### src/rtl/xseq_pkg.sv
package xseq_pkg;
  localparam int ADDR_W = 16;
  localparam int DATA_W = 8;
  localparam int MC_W   = 2;

  typedef logic [ADDR_W-1:0] addr_t;
  typedef logic [DATA_W-1:0] byte_t;

  typedef enum logic [2:0] {
    K_NONE, K_STORE, K_LOAD, K_RST, K_JMP
  } kind_e;

  typedef enum logic [2:0] {
    S_IDLE, S_WR_LO, S_WR_HI, S_RD_LO, S_CAP_LO, S_RD_HI, S_CAP_HI, S_FIN
  } st_e;

  function automatic addr_t addr_inc(addr_t a, addr_t n);
    return a + n;
  endfunction

  function automatic addr_t addr_dec(addr_t a, addr_t n);
    return a - n;
  endfunction

  function automatic logic [MC_W-1:0] mc_of(kind_e k, logic taken);
    case (k)
      K_STORE, K_LOAD: return MC_W'(3);
      K_RST:           return taken ? MC_W'(3) : MC_W'(1);
      K_JMP:           return taken ? MC_W'(3) : MC_W'(2);
      default:         return MC_W'(0);
    endcase
  endfunction
endpackage

### src/rtl/xseq_decode.sv
module xseq_decode
  import xseq_pkg::*;
#(
  parameter byte_t OP_STORE = 8'hD9,
  parameter byte_t OP_LOAD  = 8'hED,
  parameter byte_t OP_RST   = 8'hCB,
  parameter byte_t OP_JNX   = 8'hDD,
  parameter byte_t OP_JX    = 8'hFD,
  parameter int    V_BIT    = 1,
  parameter int    X5_BIT   = 5
) (
  input  byte_t           opcode,
  input  byte_t           flags,
  output kind_e           kind,
  output logic            taken,
  output logic [MC_W-1:0] mcycles
);
  logic  flag_v, flag_x5;
  byte_t unused_flags;

  assign flag_v       = flags[V_BIT];
  assign flag_x5      = flags[X5_BIT];
  assign unused_flags = flags;

  always_comb begin
    kind  = K_NONE;
    taken = 1'b0;
    if (opcode == OP_STORE) begin
      kind  = K_STORE;
      taken = 1'b1;
    end else if (opcode == OP_LOAD) begin
      kind  = K_LOAD;
      taken = 1'b1;
    end else if (opcode == OP_RST) begin
      kind  = K_RST;
      taken = flag_v;
    end else if (opcode == OP_JX) begin
      kind  = K_JMP;
      taken = flag_x5;
    end else if (opcode == OP_JNX) begin
      kind  = K_JMP;
      taken = !flag_x5;
    end
  end

  assign mcycles = mc_of(kind, taken);
endmodule

### src/rtl/xseq_ctrl.sv
module xseq_ctrl
  import xseq_pkg::*;
(
  input  logic            clk,
  input  logic            rst_n,
  input  logic            start,
  input  kind_e           kind,
  input  logic            taken,
  input  logic [MC_W-1:0] mcycles,
  output st_e             state,
  output kind_e           kind_q,
  output logic            taken_q,
  output logic [MC_W-1:0] mc_q,
  output logic            accept,
  output logic            skip_mem,
  output logic            busy,
  output logic            done
);
  st_e nxt;

  assign accept = (state == S_IDLE) && start;

  always_comb begin
    nxt = state;
    case (state)
      S_IDLE: if (start) begin
        case (kind)
          K_STORE:      nxt = S_WR_LO;
          K_RST:        nxt = taken ? S_WR_LO : S_FIN;
          K_LOAD, K_JMP: nxt = S_RD_LO;
          default:      nxt = S_FIN;
        endcase
      end
      S_WR_LO:  nxt = S_WR_HI;
      S_WR_HI:  nxt = S_FIN;
      S_RD_LO:  nxt = S_CAP_LO;
      S_CAP_LO: nxt = (kind_q == K_JMP && !taken_q) ? S_FIN : S_RD_HI;
      S_RD_HI:  nxt = S_CAP_HI;
      S_CAP_HI: nxt = S_FIN;
      default:  nxt = S_IDLE;
    endcase
  end

  assign skip_mem = accept && (nxt == S_FIN);

  always_ff @(posedge clk or negedge rst_n) begin
    if (!rst_n) begin
      state   <= S_IDLE;
      kind_q  <= K_NONE;
      taken_q <= 1'b0;
      mc_q    <= '0;
    end else begin
      state <= nxt;
      if (accept) begin
        kind_q  <= kind;
        taken_q <= taken;
        mc_q    <= mcycles;
      end
    end
  end

  assign busy = (state != S_IDLE);
  assign done = (state == S_FIN);
endmodule

### src/rtl/xseq_path.sv
module xseq_path
  import xseq_pkg::*;
#(
  parameter addr_t RST_VEC = 16'h0040
) (
  input  logic  clk,
  input  logic  rst_n,
  input  logic  accept,
  input  st_e   state,
  input  kind_e kind_q,
  input  logic  taken_q,
  input  addr_t de_in,
  input  addr_t hl_in,
  input  addr_t pc_in,
  input  addr_t sp_in,
  input  byte_t mem_rdata,
  output addr_t mem_addr,
  output byte_t mem_wdata,
  output logic  mem_rd,
  output logic  mem_wr,
  output addr_t hl_out,
  output addr_t pc_out,
  output addr_t sp_out
);
  localparam int LO_TOP = DATA_W - 1;
  localparam int HI_BOT = DATA_W;
  localparam int HI_TOP = ADDR_W - 1;

  addr_t de_q, pc_q, sp_q;
  addr_t hl_r, pc_r, sp_r;
  byte_t lo_q;
  addr_t rd_base;
  logic  is_load, is_rst;

  assign is_load = (kind_q == K_LOAD);
  assign is_rst  = (kind_q == K_RST);
  assign rd_base = is_load ? de_q : pc_q;

  always_ff @(posedge clk or negedge rst_n) begin
    if (!rst_n) begin
      de_q <= '0; pc_q <= '0; sp_q <= '0;
      hl_r <= '0; pc_r <= '0; sp_r <= '0;
      lo_q <= '0;
    end else if (accept) begin
      de_q <= de_in; pc_q <= pc_in; sp_q <= sp_in;
      hl_r <= hl_in; pc_r <= pc_in; sp_r <= sp_in;
      lo_q <= '0;
    end else begin
      case (state)
        S_CAP_LO: begin
          if (is_load) hl_r[LO_TOP:0] <= mem_rdata;
          else begin
            lo_q <= mem_rdata;
            if (!taken_q) pc_r <= addr_inc(pc_q, addr_t'(2));
          end
        end
        S_CAP_HI: begin
          if (is_load) hl_r[HI_TOP:HI_BOT] <= mem_rdata;
          else         pc_r <= {mem_rdata, lo_q};
        end
        S_WR_HI: begin
          if (is_rst) begin
            sp_r <= addr_dec(sp_q, addr_t'(2));
            pc_r <= RST_VEC;
          end
        end
        default: ;
      endcase
    end
  end

  always_comb begin
    mem_addr  = '0;
    mem_wdata = '0;
    case (state)
      S_WR_LO: begin
        if (is_rst) begin
          mem_addr  = addr_dec(sp_q, addr_t'(1));
          mem_wdata = pc_q[HI_TOP:HI_BOT];
        end else begin
          mem_addr  = de_q;
          mem_wdata = hl_r[LO_TOP:0];
        end
      end
      S_WR_HI: begin
        if (is_rst) begin
          mem_addr  = addr_dec(sp_q, addr_t'(2));
          mem_wdata = pc_q[LO_TOP:0];
        end else begin
          mem_addr  = addr_inc(de_q, addr_t'(1));
          mem_wdata = hl_r[HI_TOP:HI_BOT];
        end
      end
      S_RD_LO, S_CAP_LO: mem_addr = rd_base;
      S_RD_HI, S_CAP_HI: mem_addr = addr_inc(rd_base, addr_t'(1));
      default: ;
    endcase
  end

  assign mem_rd = (state == S_RD_LO) || (state == S_RD_HI);
  assign mem_wr = (state == S_WR_LO) || (state == S_WR_HI);
  assign hl_out = hl_r;
  assign pc_out = pc_r;
  assign sp_out = sp_r;
endmodule

### src/rtl/xfer_seq.sv
module xfer_seq
  import xseq_pkg::*;
#(
  parameter logic [7:0]  OP_STORE = 8'hD9,
  parameter logic [7:0]  OP_LOAD  = 8'hED,
  parameter logic [7:0]  OP_RST   = 8'hCB,
  parameter logic [7:0]  OP_JNX   = 8'hDD,
  parameter logic [7:0]  OP_JX    = 8'hFD,
  parameter int          V_BIT    = 1,
  parameter int          X5_BIT   = 5,
  parameter logic [15:0] RST_VEC  = 16'h0040
) (
  input  logic        clk,
  input  logic        rst_n,
  input  logic        start,
  input  logic [7:0]  opcode,
  input  logic [15:0] de_in,
  input  logic [15:0] hl_in,
  input  logic [15:0] pc_in,
  input  logic [15:0] sp_in,
  input  logic [7:0]  flags_in,
  output logic [15:0] mem_addr,
  output logic [7:0]  mem_wdata,
  input  logic [7:0]  mem_rdata,
  output logic        mem_rd,
  output logic        mem_wr,
  output logic [15:0] hl_out,
  output logic [15:0] pc_out,
  output logic [15:0] sp_out,
  output logic        busy,
  output logic        done,
  output logic [1:0]  done_mcycles
);
  kind_e           dec_kind, kind_q;
  logic            dec_taken, taken_q;
  logic [MC_W-1:0] dec_mc, mc_q;
  st_e             state;
  logic            accept, skip_mem;

  // named events for the checker
  logic wr_lo_ev, is_store_q, is_rst_q;
  assign wr_lo_ev   = (state == S_WR_LO);
  assign is_store_q = (kind_q == K_STORE);
  assign is_rst_q   = (kind_q == K_RST);

  xseq_decode #(
    .OP_STORE(OP_STORE), .OP_LOAD(OP_LOAD), .OP_RST(OP_RST),
    .OP_JNX(OP_JNX), .OP_JX(OP_JX), .V_BIT(V_BIT), .X5_BIT(X5_BIT)
  ) u_dec (
    .opcode (opcode),
    .flags  (flags_in),
    .kind   (dec_kind),
    .taken  (dec_taken),
    .mcycles(dec_mc)
  );

  xseq_ctrl u_ctrl (
    .clk     (clk),
    .rst_n   (rst_n),
    .start   (start),
    .kind    (dec_kind),
    .taken   (dec_taken),
    .mcycles (dec_mc),
    .state   (state),
    .kind_q  (kind_q),
    .taken_q (taken_q),
    .mc_q    (mc_q),
    .accept  (accept),
    .skip_mem(skip_mem),
    .busy    (busy),
    .done    (done)
  );

  xseq_path #(.RST_VEC(RST_VEC)) u_path (
    .clk      (clk),
    .rst_n    (rst_n),
    .accept   (accept),
    .state    (state),
    .kind_q   (kind_q),
    .taken_q  (taken_q),
    .de_in    (de_in),
    .hl_in    (hl_in),
    .pc_in    (pc_in),
    .sp_in    (sp_in),
    .mem_rdata(mem_rdata),
    .mem_addr (mem_addr),
    .mem_wdata(mem_wdata),
    .mem_rd   (mem_rd),
    .mem_wr   (mem_wr),
    .hl_out   (hl_out),
    .pc_out   (pc_out),
    .sp_out   (sp_out)
  );

  assign done_mcycles = done ? mc_q : '0;
endmodule

### config.mk
export PLATFORM = sky130hd
export DESIGN_NAME = xfer_seq
export DESIGN_NICKNAME = d
export VERILOG_FILES = /design/src/rtl/xseq_pkg.sv /design/src/rtl/xseq_decode.sv /design/src/rtl/xseq_ctrl.sv /design/src/rtl/xseq_path.sv /design/src/rtl/xfer_seq.sv
export SDC_FILE = /design/constraint.sdc
export NUM_CORES = 1
export LEC_CHECK = 0
export ABC_AREA = 1
export BUFFER_PORTS_ARGS = -buffer_cell sky130_fd_sc_hd__buf_2
export CAP_MARGIN = 30
export CELL_PAD_IN_SITES_DETAIL_PLACEMENT = 1
export CELL_PAD_IN_SITES_GLOBAL_PLACEMENT = 2
export CORE_UTILIZATION = 30
export CTS_CLUSTER_DIAMETER = 50
export DETAILED_ROUTE_END_ITERATION = 6
export PLACE_DENSITY_LB_ADDON = 0.2
export SLEW_MARGIN = 5
export SYNTH_ARGS = -nofsm -noshare
export SYNTH_HDL_FRONTEND = slang
export SYNTH_SLANG_ARGS = --single-unit
### constraint.sdc
create_clock -name clk -period 2.4 [get_ports clk]
set_clock_uncertainty 0.05 [all_clocks]
set_input_delay 0.24 -clock clk [delete_from_list [all_inputs] [get_ports clk]]
set_output_delay 0.24 -clock clk [all_outputs]
set_load 0.02 [all_outputs]
# Word-level counts from Yosys, hierarchy flattened
# Index checks and enable logic that the tools add are counted.
dict set report totals {
  latchBits 0
  memories 0
  register_bits 113
  mem_bits_rw 0
  output_inout_bits 78
  mem_bits_ro 0
}
dict set report op_classes {
  n_shift 0
  div_mod_pow 0
  addsub 5
  reduce_logical 24
  eq_ne 25
  bitwise_logic 0
  n_mux 42
  n_lt_le_gt_ge 0
  multipliers 0
}
# cell count
set ops {}
lappend ops {{16-bit 2-to-1 mux} 12}
lappend ops {{8-bit 2-to-1 mux} 8}
lappend ops {{16-bit one-hot mux with 4 select lines} 1}
lappend ops {{16-bit one-hot mux with 3 select lines} 1}
lappend ops {{8-bit equality test, second input constant} 5}
lappend ops {{16-bit by 1-bit adder with 16-bit output, second input constant} 2}
lappend ops {{3-bit 2-to-1 mux} 7}
lappend ops {{3-bit by 2-bit equality test with 1-bit output, second input constant} 6}
lappend ops {{3-bit equality test, second input constant} 6}
lappend ops {{3-bit one-hot mux with 6 select lines} 1}
lappend ops {{16-bit by 2-bit adder with 16-bit output, second input constant} 1}
lappend ops {{8-bit one-hot mux with 2 select lines} 1}
lappend ops {{16-bit by 1-bit subtractor with 16-bit output, second input constant} 1}
lappend ops {{16-bit by 2-bit subtractor with 16-bit output, second input constant} 1}
lappend ops {{3-bit inequality test, second input constant} 4}
lappend ops {{2-bit nonzero test} 5}
lappend ops {{2-bit OR reduction} 5}
lappend ops {{3-bit one-hot mux with 3 select lines} 1}
lappend ops {{2-bit AND reduction} 4}
lappend ops {{3-bit by 1-bit equality test with 1-bit output, second input constant} 2}
lappend ops {{1-bit 2-to-1 mux} 6}
lappend ops {{2-bit 2-to-1 mux} 3}
lappend ops {{2-bit one-hot mux with 3 select lines} 1}
lappend ops {{5-bit AND reduction} 1}
lappend ops {{other kinds (7)} 11}

# Logic depth before layout (Yosys ltp)
# Gate-level depths: netlist of run 1.
dict set report depth {
  word_depth 11
  ltp_mapped 14
}

# Cells and area by module
# From an unflattened synthesis of run 1, not the netlist that was laid out.
dict set report unflattened {
  cells_unflattened 1180
  hier_area_um2 7817.5
}
# mod n_inst area_per_inst_um2 cells_per_inst
set modules_own_cells {}
lappend modules_own_cells {xseq_path 1 7133.1 1072}
lappend modules_own_cells {xseq_ctrl 1 488.0 65}
lappend modules_own_cells {xseq_decode 1 181.4 39}
lappend modules_own_cells {xfer_seq 1 15.0 4}

# Worst setup path after synthesis of run 1
# Ideal clock, no wire load.
dict set report synth_path {
  path_kind {flip-flop to output port}
  from {reg u_ctrl.kind_q[1]}
  to {out mem_addr[10]}
  slack_ps 291
  t_required_ps 2110
  path_buffers 1
  stages_incl_launch_ff 15
  t_arrival_ps 1819
  cell_sequence {dfrtp_1 > inv_2 > nor2_4 > buf_6 > nand3_2 > nand2_2 > ha_1 > inv_1 > nor2_1 > nand2_1 > nor2_2 > nand2_1 > nand2_1 > nand3_1 > nand2_1}
}
dict set report synth_via {
  elab_chain_len 4
  elab_cells_between_ends 7
}
# element line
set synth_lines {}
lappend synth_lines {{start, declared} xseq_ctrl.sv:11} ;# output kind_e kind_q,
lappend synth_lines {{start signal, assigned} xseq_ctrl.sv:55} ;# kind_q <= kind;
lappend synth_lines {{3-bit by 2-bit equality test with 1-bit output} xseq_path.sv:35} ;# assign is_load = (kind_q == K_LOAD);
lappend synth_lines {{16-bit 2-to-1 mux} xseq_path.sv:37} ;# assign rd_base = is_load ? de_q : pc_q;
lappend synth_lines {{16-bit by 1-bit adder with 16-bit output} xseq_pkg.sv:18} ;# return a + n;
lappend synth_lines {{16-bit one-hot mux with 4 select lines *} xseq_path.sv:75} ;# case (state)
lappend synth_lines {{end, declared} xfer_seq.sv:22} ;# output logic [15:0] mem_addr,
# Every way passes the cells marked *; elsewhere a longest branch is shown, timed or not.

# Worst setup path after layout of run 1
dict set report layout_path {
  from {reg u_ctrl.kind_q[2]}
  to {out mem_addr[14]}
}
# Same word-level chain as after synthesis.

==> results of run 1 <==
-- layout make-up --
cell class,instances,area (um^2),share of cell area
clock buffer,17,425.4,0.03881
clock inverter,15,136.4,0.01244
inverter,110,451.7,0.04121
multi-input combinational,870,4628,0.4222
sequential,113,2831,0.2583
tap,330,412.9,0.03767
timing repair buffer,277,2076,0.1894
-- tightest hold or removal path: cells and delay by family --
kind	cells	cell delay, ns
and+or+nand+nor	1	0.05
AOI/OAI and AO/OA	1	0.07
buffers and inverters	1	0.08
-- sequential cells by signal, summed over array words and instances (netlist names) --
| name | cells |
|---|---|
| u_path.pc_out | 16 |
| u_ctrl.state | 3 |
| u_path.sp_out | 16 |
| u_ctrl.kind_q | 3 |
| u_path.sp_q | 16 |
| u_ctrl.taken_q | 1 |
| u_path.lo_q | 8 |
| u_path.de_q | 16 |
| u_path.hl_out | 16 |
| u_path.pc_q | 16 |
| u_ctrl.mc_q | 2 |
-- per-stage QoR --
stage	power, mW	TNS [ns]	std cells
final	16.82	-3.030	1732
after global routing	17.98	-5.244	1732
after CTS	16.18	-1.618	1717
after detailed placement	12.35	-0.01735	1638
after global placement	12.19	0	1638
after floorplan	9.014	0	1132
-- cell usage after synthesis (3+ instances only) --
master	n
a21oi_1	53
a22oi_1	8
a31oi_1	9
buf_2	20
buf_4	7
buf_6	3
clkbuf_1	8
dfrtp_1	113
ha_1	6
inv_1	93
inv_2	16
nand2_1	351
nand2_2	12
nand3_1	106
nand3_2	5
nand3b_1	4
nand4_1	16
nor2_1	116
nor2_2	5
nor3_1	12
o211ai_1	19
o21ai_0	87
o21ai_1	14
o221ai_1	6
xor2_1	14
-- placed cells by master (no fill, tap or decap), types with 41 or more instances in the layout --
cell type    n
nor2_1      97
a21oi_1     50
inv_1       86
nand3_1     89
o21ai_0     80
buf_4       77
nand2_1    319
buf_2      138
dfrtp_1    110
nand2_2     41
-- kinds of logic (layout without fill, tap and decap cells) --
family	Yosys count	count (layout)	share of synthesized area
XOR/XNOR	16	16	0.01832
AND/OR/NAND/NOR	637	637	0.3594
AO/OA/AOI/OAI	211	211	0.1577
adder cells (fa/ha/maj)	6	6	0.009815
flip-flops	113	113	0.3697
buffers and inverters	149	419	0.08506
-- routing by layer --
layer | vias to the layer above | wire, um | track usage
met4 | 0 | 416 | 0.05403
met2 | 207 | 15880 | 0.4193
met1 | 4377 | 15950 | 0.3635
met3 | 23 | 1372 | 0.03294
met5 | - | 0 | 0
li1 | 4263 | - | -
-- timing repair --
item | CTS | global route
hold buffers | 24 | 0
cloned | 1 | 2
buffers inserted | 22 | 13
endpoints found under the setup margin | 24 | 32
hold endpoints to repair | 136 | 0
resized for setup | 134 | 63
pin swaps | 27 | 32
-- path summary, 6_finish.rpt --
| path | start | endpoint | slack [ns] | depth (start not counted) |
|---|---|---|---|---|
| max in group asynchronous | rst_n | u_path.de_q[0] | 1.40 | 3 |
| min in group asynchronous | rst_n | u_path.sp_q[14] | 0.40 | 3 |
| max reg2reg | u_ctrl.kind_q[2] | u_path.pc_out[7] | 0.15 | 12 |
| min reg2reg | u_path.sp_out[1] | u_path.sp_out[1] | 0.42 | 2 |
| min | de_in[7] | u_path.de_q[7] | -0.004 | 3 |
| max | u_ctrl.kind_q[2] | mem_addr[14] | -0.25 | 13 |
-- report_power, final --
group          internal, mW  switching (mW)  leakage (nW)  total, mW
clock network          1.37            1.15         0.266       2.52
logic                  3.95            6.50          3.56       10.5
registers              2.84            1.01          1.34       3.85
==> flow_summary.ini, run 1 <==
[job]
drv_cap = 0

[setup_path]
critPathLaunchType = flip-flop
max_stage_delay_ns = 0.43
critPathTopFamily = simple AND/OR/NAND/NOR gates
cp_data_required_time_ns = 2.11
critPathKind = reg2out
crit_chain = nor2_4 > buf_12 > buf_12 > buf_4 > nand3_2 > nand2_2 > nand2_2 > nor2_1 > nand2_1 > o21bai_2 > nand3_2 > nand2_2 > buf_6
endpoint_kind = output port
path_buf_inv = 4
cp_data_arrival_time_ns = 2.36
slowest_stage = dfrtp_1
critPathMostFrequentCell = nand2_2
crit_fanout = 7

[clock_network]
cts_tree = done
htree_levels = 4
cts_buffer_depth = 2
worst_skew_pair.late_latency_ns = 0.43
cts.clk_slew.worst_paths_ns = 0.06
cts-buffers-inserted = 17
cts_root_buffer = clkbuf_16
cts_sinks = 113

[timing]
setup_slack_ns = -0.2474
drv_slew = 0
finalCritPeriodShare = 1.103
min_period_ns = 2.647
timing.hold.ws_ns = -0.004166
finalSetupViolCount = 22
worstMarginPinSlew_ns = 0.7828
slew_headroom = 0.4782
rsz0062_at_grt = yes
timing.final.hold_violations = 1
max_freq_mhz = 377.7

[route]
drtAntennaViolNets = 0
dr_total_vias = 8870
drt_iter0_markers = 473
firstDrtPassIters = 6
postRouteWirelength_um = 33620
viasPerCell = 5.121
wl_per_cell_um = 19.41
drc = 2

[outcome]
outcome = finished with violations
failed_checks = design-rule violations, negative hold slack, negative setup slack

[power_and_ir_drop]
p_per_area_nw_per_um2 = 1534
p_leak_nw = 5.176
ir_worst_vdd_uv = 819.5

[final_layout]
post-route-cell-area_um2 = 10960
diodes = 0
fill_cells = 3243
syn_to_final_growth_pct = 43.32
fin_util = 0.4366
fin_nets = 1486
drive_gt1_frac = 0.3103

[grt]
grt-ovfl-total = 0
antenna_found_initial = 0
globalRouteTotalUtil = 0.2572
grt_first_pass_wirelength_um = 51210
grt_pass1_vias = 9027
grt_max_degree = 114

[logic_synthesis]
synth_area_leader_cell = dfrtp_1
postSynthCellCount = 1132
synth_area_leaders = dfrtp_1 (37%), nand2_1 (17%), nand3_1 (6.9%)
ys_seq_elements = 113
synth.top_cell.area_share = 0.3697
synth.avg_cell_area_um2 = 6.757
synth_warnings = 0
synth_ff_type = dfrtp_1
synth_cell_types = 45
synthArstFlopShare = 1.000
syn_area_um2 = 7649
syn_nets = 1229
ys_seq_area_frac = 0.3697
synth_edf_count = 0

[hold_path]
hold_path.class = in2reg

[floorplan]
core-area_um2 = 25110
boundaryPins = 169
die_x_um = 161.7
start_util = 0.3046
die_y_um = 161.7
rows = 58
die_area_um2 = 26140

[place]
dpl-instance-area_um2 = 9112
pre_cts_slack_ns = -0.01735
dp_hpwl_um = 24810
place_congestion = 0.9027
portBuffers = 162
Power figures use the tool's default switching activity.
==> run 2, diff against run 1 <==
ABC_AREA = not set   (was 1)
CORE_UTILIZATION = 32   (was 30)
==> run 2 against run 1 <==
  * The flow finishes with violations (negative setup slack)
  * Clock power increased by 3%
  * Largest cell class unchanged
  * Critical endpoint is now mem_addr[6]
  * Wire length decreased by 1.0%
  * Cell count decreased by 7.5%
  * Fmax decreased by 17%
  * Register-to-register slack got worse by 0.03 ns
  * Design area increased by 5.4%
  * Power decreased by 9.7%
  * Highest routed layer unchanged
  * Largest power group unchanged
  * Synthesized area increased by 1.2%
  * Non-clock buffer count increased by 102
  * Count of clock-buffer cells in the layout unchanged
==> flow_summary.ini, run 2 <==
[outcome]
outcome = finished with violations
failed_checks = negative setup slack

[setup_path]
endpoint = mem_addr[6]
crit_fanout = 3
cp_data_arrival_time_ns = 2.90
critPathMostFrequentCell = buf_6
cp_data_required_time_ns = 2.11
critPathKind = reg2out
worst_r2r_endpoint = u_path.sp_out[7]
r2r_slack_ns = 0.12
ff2ff_path_depth = 8
path_buf_inv = 3
cp_num_cells = 12
slowest_stage = or4b_4
critPathTopFamily = simple AND/OR/NAND/NOR gates
max_stage_delay_ns = 0.48
reg2reg_from = u_path.sp_q[1]
critPathLaunchType = flip-flop
endpoint_kind = output port
crit_chain = or3b_4 > buf_4 > nand2_1 > nand2_2 > ha_4 > nand3_4 > buf_6 > nor2_2 > xnor2_1 > a211o_1 > or4b_4 > buf_6
startpoint = u_ctrl.kind_q[2]

[floorplan]
die_x_um = 157.5
die_y_um = 157.5
die_area_um2 = 24810
rows = 56
core-area_um2 = 23610
start_util = 0.3278
boundaryPins = 169

[clock_network]
cts.clk_slew.worst_paths_ns = 0.06
cts_sinks = 113
htree_levels = 4
worst_skew_pair.late_latency_ns = 0.43
cts_root_buffer = clkbuf_16
cts-buffers-inserted = 17
cts_buffer_depth = 2
cts_tree = done

[timing]
drv_slew = 0
rsz0062_at_grt = yes
finalCritPeriodShare = 1.328
slew_headroom = 0.4025
setup_tns_ns = -8.359
worstMarginPinSlew_ns = 0.8930
timing.final.hold_violations = 0
setup_slack_ns = -0.7881
min_period_ns = 3.188
finalSetupViolCount = 16
timing.hold.ws_ns = 0.006745
max_freq_mhz = 313.7

[power_and_ir_drop]
p_leak_nw = 5.320
p_int_mw = 8.111
p_per_area_nw_per_um2 = 1314
swShare = 0.4657
power_frac_seq = 0.231
p_clk_frac = 0.170
pwr-share-comb = 0.598
ir_worst_vdd_uv = 598.1
p_total_mw = 15.18
netSwitchingPower_mw = 7.070

[logic_synthesis]
syn_area_um2 = 7740
ys_seq_area_frac = 0.3653
synth.top_cell.area_share = 0.3653
yosysMostFrequentCell = nand2_1
synthArstFlopShare = 1.000
ys_top_cells_by_count = nand2_1 (195), dfrtp_1 (113), o21ai_0 (63)
synth.avg_cell_area_um2 = 8.122
postSynthCellCount = 953
ys_seq_elements = 113
synth_edf_count = 0
synth_area_leaders = dfrtp_1 (37%), nand2_1 (9.5%), mux2i_1 (6.3%)
synth_cell_types = 68
synth_ff_type = dfrtp_1
synth_area_leader_cell = dfrtp_1
synth_warnings = 0
syn_nets = 1050

[final_layout]
fin_util = 0.4895
drive_gt1_frac = 0.3515
layout_commonest_cell = nand2_1
post-route-cell-area_um2 = 11560
syn_to_final_growth_pct = 49.32
stdcell_count = 1602
fin_nets = 1367
diodes = 0
final_cell_mix = nand2_1 (190), buf_4 (156), buf_2 (143), dfrtp_1 (109), o21ai_0 (61)

[hold_path]
hold_path.class = in2reg

[route]
drtAntennaViolNets = 0
firstDrtPassIters = 4
drt_iter0_markers = 463
wl_per_cell_um = 20.77
viasPerCell = 5.315
postRouteWirelength_um = 33280
drc = 0
dr_total_vias = 8515

[grt]
grt_first_pass_wirelength_um = 51370
grt-ovfl-total = 0
antenna_found_initial = 0
globalRouteTotalUtil = 0.2770
grt_max_degree = 70
grt_pass1_vias = 8928

[place]
portBuffers = 162
dpl-instance-area_um2 = 9889
place_inst = 1501
pre_cts_slack_ns = -0.4849
dp_hpwl_um = 24640
place_congestion = 0.9076

[job]
drv_cap = 0
[run 2: cell count changes in the layout (fill, tap and decap cells not counted), moves of 45 or more]
cell     change
nand3_1     -54
mux2i_1     +45
inv_1       -64
nor2_1      -45
nand2_1    -129
buf_4       +79
[run 2: layer usage]
layer / share of wire / track usage / wire length (um) / vias up
met3: 0.048 / 0.04901 / 1593 / 35
met2: 0.49 / 0.4627 / 16220 / 217
met5: 0 / 0 / 0 / -
met4: 0.015 / 0.07813 / 494 / 0
met1: 0.45 / 0.3645 / 14970 / 4263
li1: - / - / - / 4000
[run 2: layout make-up]
| class | instances | area (um^2) |
|---|---|---|
| multi-input cells | 735 | 4858 |
| well taps | 319 | 399.1 |
| clock inverters | 15 | 160.2 |
| clock buffers | 17 | 425.4 |
| repair buffers | 379 | 2791 |
| fillers | 2833 | 12060 |
| inverters | 24 | 90.09 |
| flip-flops and latches | 113 | 2833 |
[run 2: worst register-to-register path, cell delays in order (launching register included)]
cell,delay (ns)
dfrtp_2,0.41
inv_2,0.08
ha_4,0.15
or4b_4,0.53
or3_1,0.34
a21oi_1,0.27
buf_4,0.17
a21oi_1,0.03
o21ai_0,0.17
[run 2: power groups by stage]
stage | Clock (mW) | Sequential (mW) | Combinational (mW)
4_1_cts | 2.64 | 3.49 | 8.70
2_1_floorplan | 0 | 3.75 | 4.43
5_1_grt | 2.70 | 3.63 | 9.76
6_report | 2.59 | 3.51 | 9.08
3_3_place_gp | 0 | 3.47 | 8.26
3_5_place_dp | 0 | 3.50 | 8.38
[run 2: how the worst min path moves through the flow]
stage	to	start	depth (start not counted)	slack [ns]
2_1_floorplan	u_ctrl.kind_q[0]	rst_n	0	-0.11
3_5_place_dp	u_path.sp_out[9]	rst_n	1	0.01
4_1_cts	u_path.pc_q[5]	pc_in[5]	3	0.003
6_report	u_path.pc_q[5]	pc_in[5]	3	0.007
5_1_grt	u_path.pc_q[12]	pc_in[12]	3	0.01
3_3_place_gp	u_path.sp_out[9]	rst_n	1	0.02
[run 2: repair_timing]
item,in CTS,in global routing
endpoints found under the setup margin,24,24
hold buffers,53,0
setup buffers,7,8
pin swaps,9,25
cloned,1,1
gates resized for setup,44,61
endpoints found under the hold margin,169,0
[run 2: cells by family after synthesis]
kind of cell / after synthesis / share of synthesized area
buffers and inverters: 105 / 0.05626
DFF: 113 / 0.3653
adders and majority gates: 6 / 0.009699
xor gates and xnor gates: 58 / 0.06563
and+or+nand+nor: 408 / 0.2543
AOI/OAI and AO/OA: 197 / 0.1607
muxes: 66 / 0.08810
==> run 3, diff against run 2 <==
ABC_AREA = 1   (was not set)
BUFFER_PORTS_ARGS = not set   (was -buffer_cell sky130_fd_sc_hd__buf_2)
CORE_UTILIZATION = 35   (was 32)
DONT_BUFFER_PORTS = 1   (was not set)
==> run 3 against run 2 <==
  * The run ends with negative hold slack, negative setup slack left
  * Global-route usage rose by 1.2 points
  * First-iteration DRC count rose by 21%
  * Core utilization rose by 0.35 points
  * Critical path depth rose by 1
  * Sequential cell count did not move
  * Design area fell by 9.5%
  * Worst setup slack improved by 0.53 ns
  * Non-clock buffer count fell by 216
  * Clock power rose by 2%
  * Cell count fell by 2.4%
  * Hold slack got worse by 0.55 ns
  * Largest cell class unchanged
==> flow_summary.ini, run 3 (synthesis results as in run 1) <==
[place]
place_inst = 1423
dpl-instance-area_um2 = 8195
dp_hpwl_um = 23310
pre_cts_slack_ns = 0.04882
place_congestion = 0.8871
portBuffers = 0

[grt]
grt-ovfl-total = 0
grt_max_degree = 114
antenna_found_initial = 0
grt_first_pass_wirelength_um = 48580
gr-usage-met2 = 0.4688
grt_pass1_vias = 8672
busiest_layer = met2
globalRouteTotalUtil = 0.2885
use_met3 = 0.04268
use_met1 = 0.4001

[route]
viasPerCell = 5.510
postRouteWirelength_um = 33090
dr_total_vias = 8618
firstDrtPassIters = 5
drc = 0
drtAntennaViolNets = 0
wl_per_cell_um = 21.16
drt_iter0_markers = 561

[clock_network]
cts_sinks = 113
worst_skew_pair.late_latency_ns = 0.43
htree_levels = 4
cts_buffer_depth = 2
cts_root_buffer = clkbuf_16
cts.clk_slew.worst_paths_ns = 0.06
hold_buffers = 66
cts_tree = done
cts-buffers-inserted = 17

[timing]
finalCritPeriodShare = 1.106
max_freq_mhz = 376.8
slew_headroom = 0.7188
worstMarginPinSlew_ns = 0.4217
timing.hold.ws_ns = -0.5471
timing.final.hold_violations = 113
drv_slew = 0
rsz0062_at_grt = yes
min_period_ns = 2.654
finalSetupViolCount = 20
setup_slack_ns = -0.2539
setup_tns_ns = -2.440

[final_layout]
fin_nets = 1373
drive_gt1_frac = 0.2343
final_cell_mix = nand2_1 (307), dfrtp_1 (110), nor2_1 (88), inv_1 (85), nand3_1 (85)
diodes = 0
layout_commonest_cell = nand2_1
syn_to_final_growth_pct = 36.77
post-route-cell-area_um2 = 10460
fin_util = 0.4930
stdcell_count = 1564

[floorplan]
die_x_um = 149.8
die_y_um = 149.8
rows = 53
start_util = 0.3604
die_area_um2 = 22450
core-area_um2 = 21220
boundaryPins = 169

[hold_path]
hold_path.class = in2async

[setup_path]
r2r_slack_ns = 0.13
critPathKind = reg2out
ff2ff_path_depth = 10
reg2reg_from = u_ctrl.kind_q[2]
cp_data_required_time_ns = 2.11
endpoint_kind = output port
critPathLaunchType = flip-flop
crit_fanout = 5
worst_r2r_endpoint = u_path.pc_out[11]
cp_data_arrival_time_ns = 2.36

[power_and_ir_drop]
swShare = 0.5315
netSwitchingPower_mw = 8.616
ir_worst_vdd_uv = 780.6
p_per_area_nw_per_um2 = 1549
p_leak_nw = 4.711
p_int_mw = 7.593
power_frac_seq = 0.274
p_clk_frac = 0.163
pwr-share-comb = 0.564
p_total_mw = 16.21

[job]
drv_cap = 0

[outcome]
outcome = finished with violations
failed_checks = negative hold slack, negative setup slack
-- run 3: changes by cell type in the layout (fill, tap and decap cells not counted), sizes merged, moves of 15 or more --
cell	previous run	this run
nor4	19	1
mux2i	49	0
o21ai	74	101
o22ai	17	2
nand3	37	114
nor2	55	124
buf	325	96
a21oi	35	54
mux2	17	0
xnor2	37	2
nand2	195	365
inv	34	117
-- run 3: worst max path at each step --
stage | slack (ns) | from | endpoint
4_1_cts | -0.19 | u_ctrl.kind_q[2] | mem_addr[10]
6_report | -0.25 | u_ctrl.kind_q[1] | mem_addr[10]
3_5_place_dp | 0.05 | u_ctrl.kind_q[1] | mem_addr[10]
5_1_grt | -0.36 | u_ctrl.kind_q[2] | mem_addr[10]
2_1_floorplan | 0.29 | u_ctrl.kind_q[1] | mem_addr[10]
3_3_place_gp | 0.09 | u_ctrl.kind_q[1] | mem_addr[10]
-- run 3: power groups by stage --
stage          registers (mW)  clock network (mW)  logic (mW)
6_report                 4.44                2.63        9.14
5_1_grt                  4.55                2.74        9.88
4_1_cts                  4.38                2.67        7.81
3_5_place_dp             4.38                   0        7.14
3_3_place_gp             4.37                   0        7.00
2_1_floorplan            4.00                   0        5.01
-- run 3: cell type report --
type,instances,area [um^2]
clock buffers,17,425.4
clock inverters,15,165.2
inverters,110,435.4
repair buffers,163,1525
multi-input cells,871,4735
flip-flops and latches,113,2831
well taps,275,344.1
fillers,2666,10760
-- run 3: repair_timing --
action	in CTS	in global routing
resized for setup	72	108
hold endpoints to repair	197	113
setup endpoints to repair	24	36
setup buffers	18	21
pin swaps	17	43
gates cloned	1	2
-- run 3: critical path, stage by stage (launching register included) --
cell and delay (ns):
dfrtp_2 0.42, buf_4 0.15, nand3_4 0.12, nand2_1 0.11
nand2_2 0.12, ha_4 0.16, inv_4 0.04, nor2_4 0.18
nand2_4 0.10, nor2_4 0.17, nand2_1 0.07, nand2_1 0.07
nand3_2 0.10, nand2_4 0.12
-- run 3: metal layers --
metal  share of wire  vias up  wire length [um]
li1                -     4039                 -
met1            0.45     4271             14910
met2            0.48      273             15820
met3           0.057       35              1885
met4           0.014        0               471
met5               0        -                 0
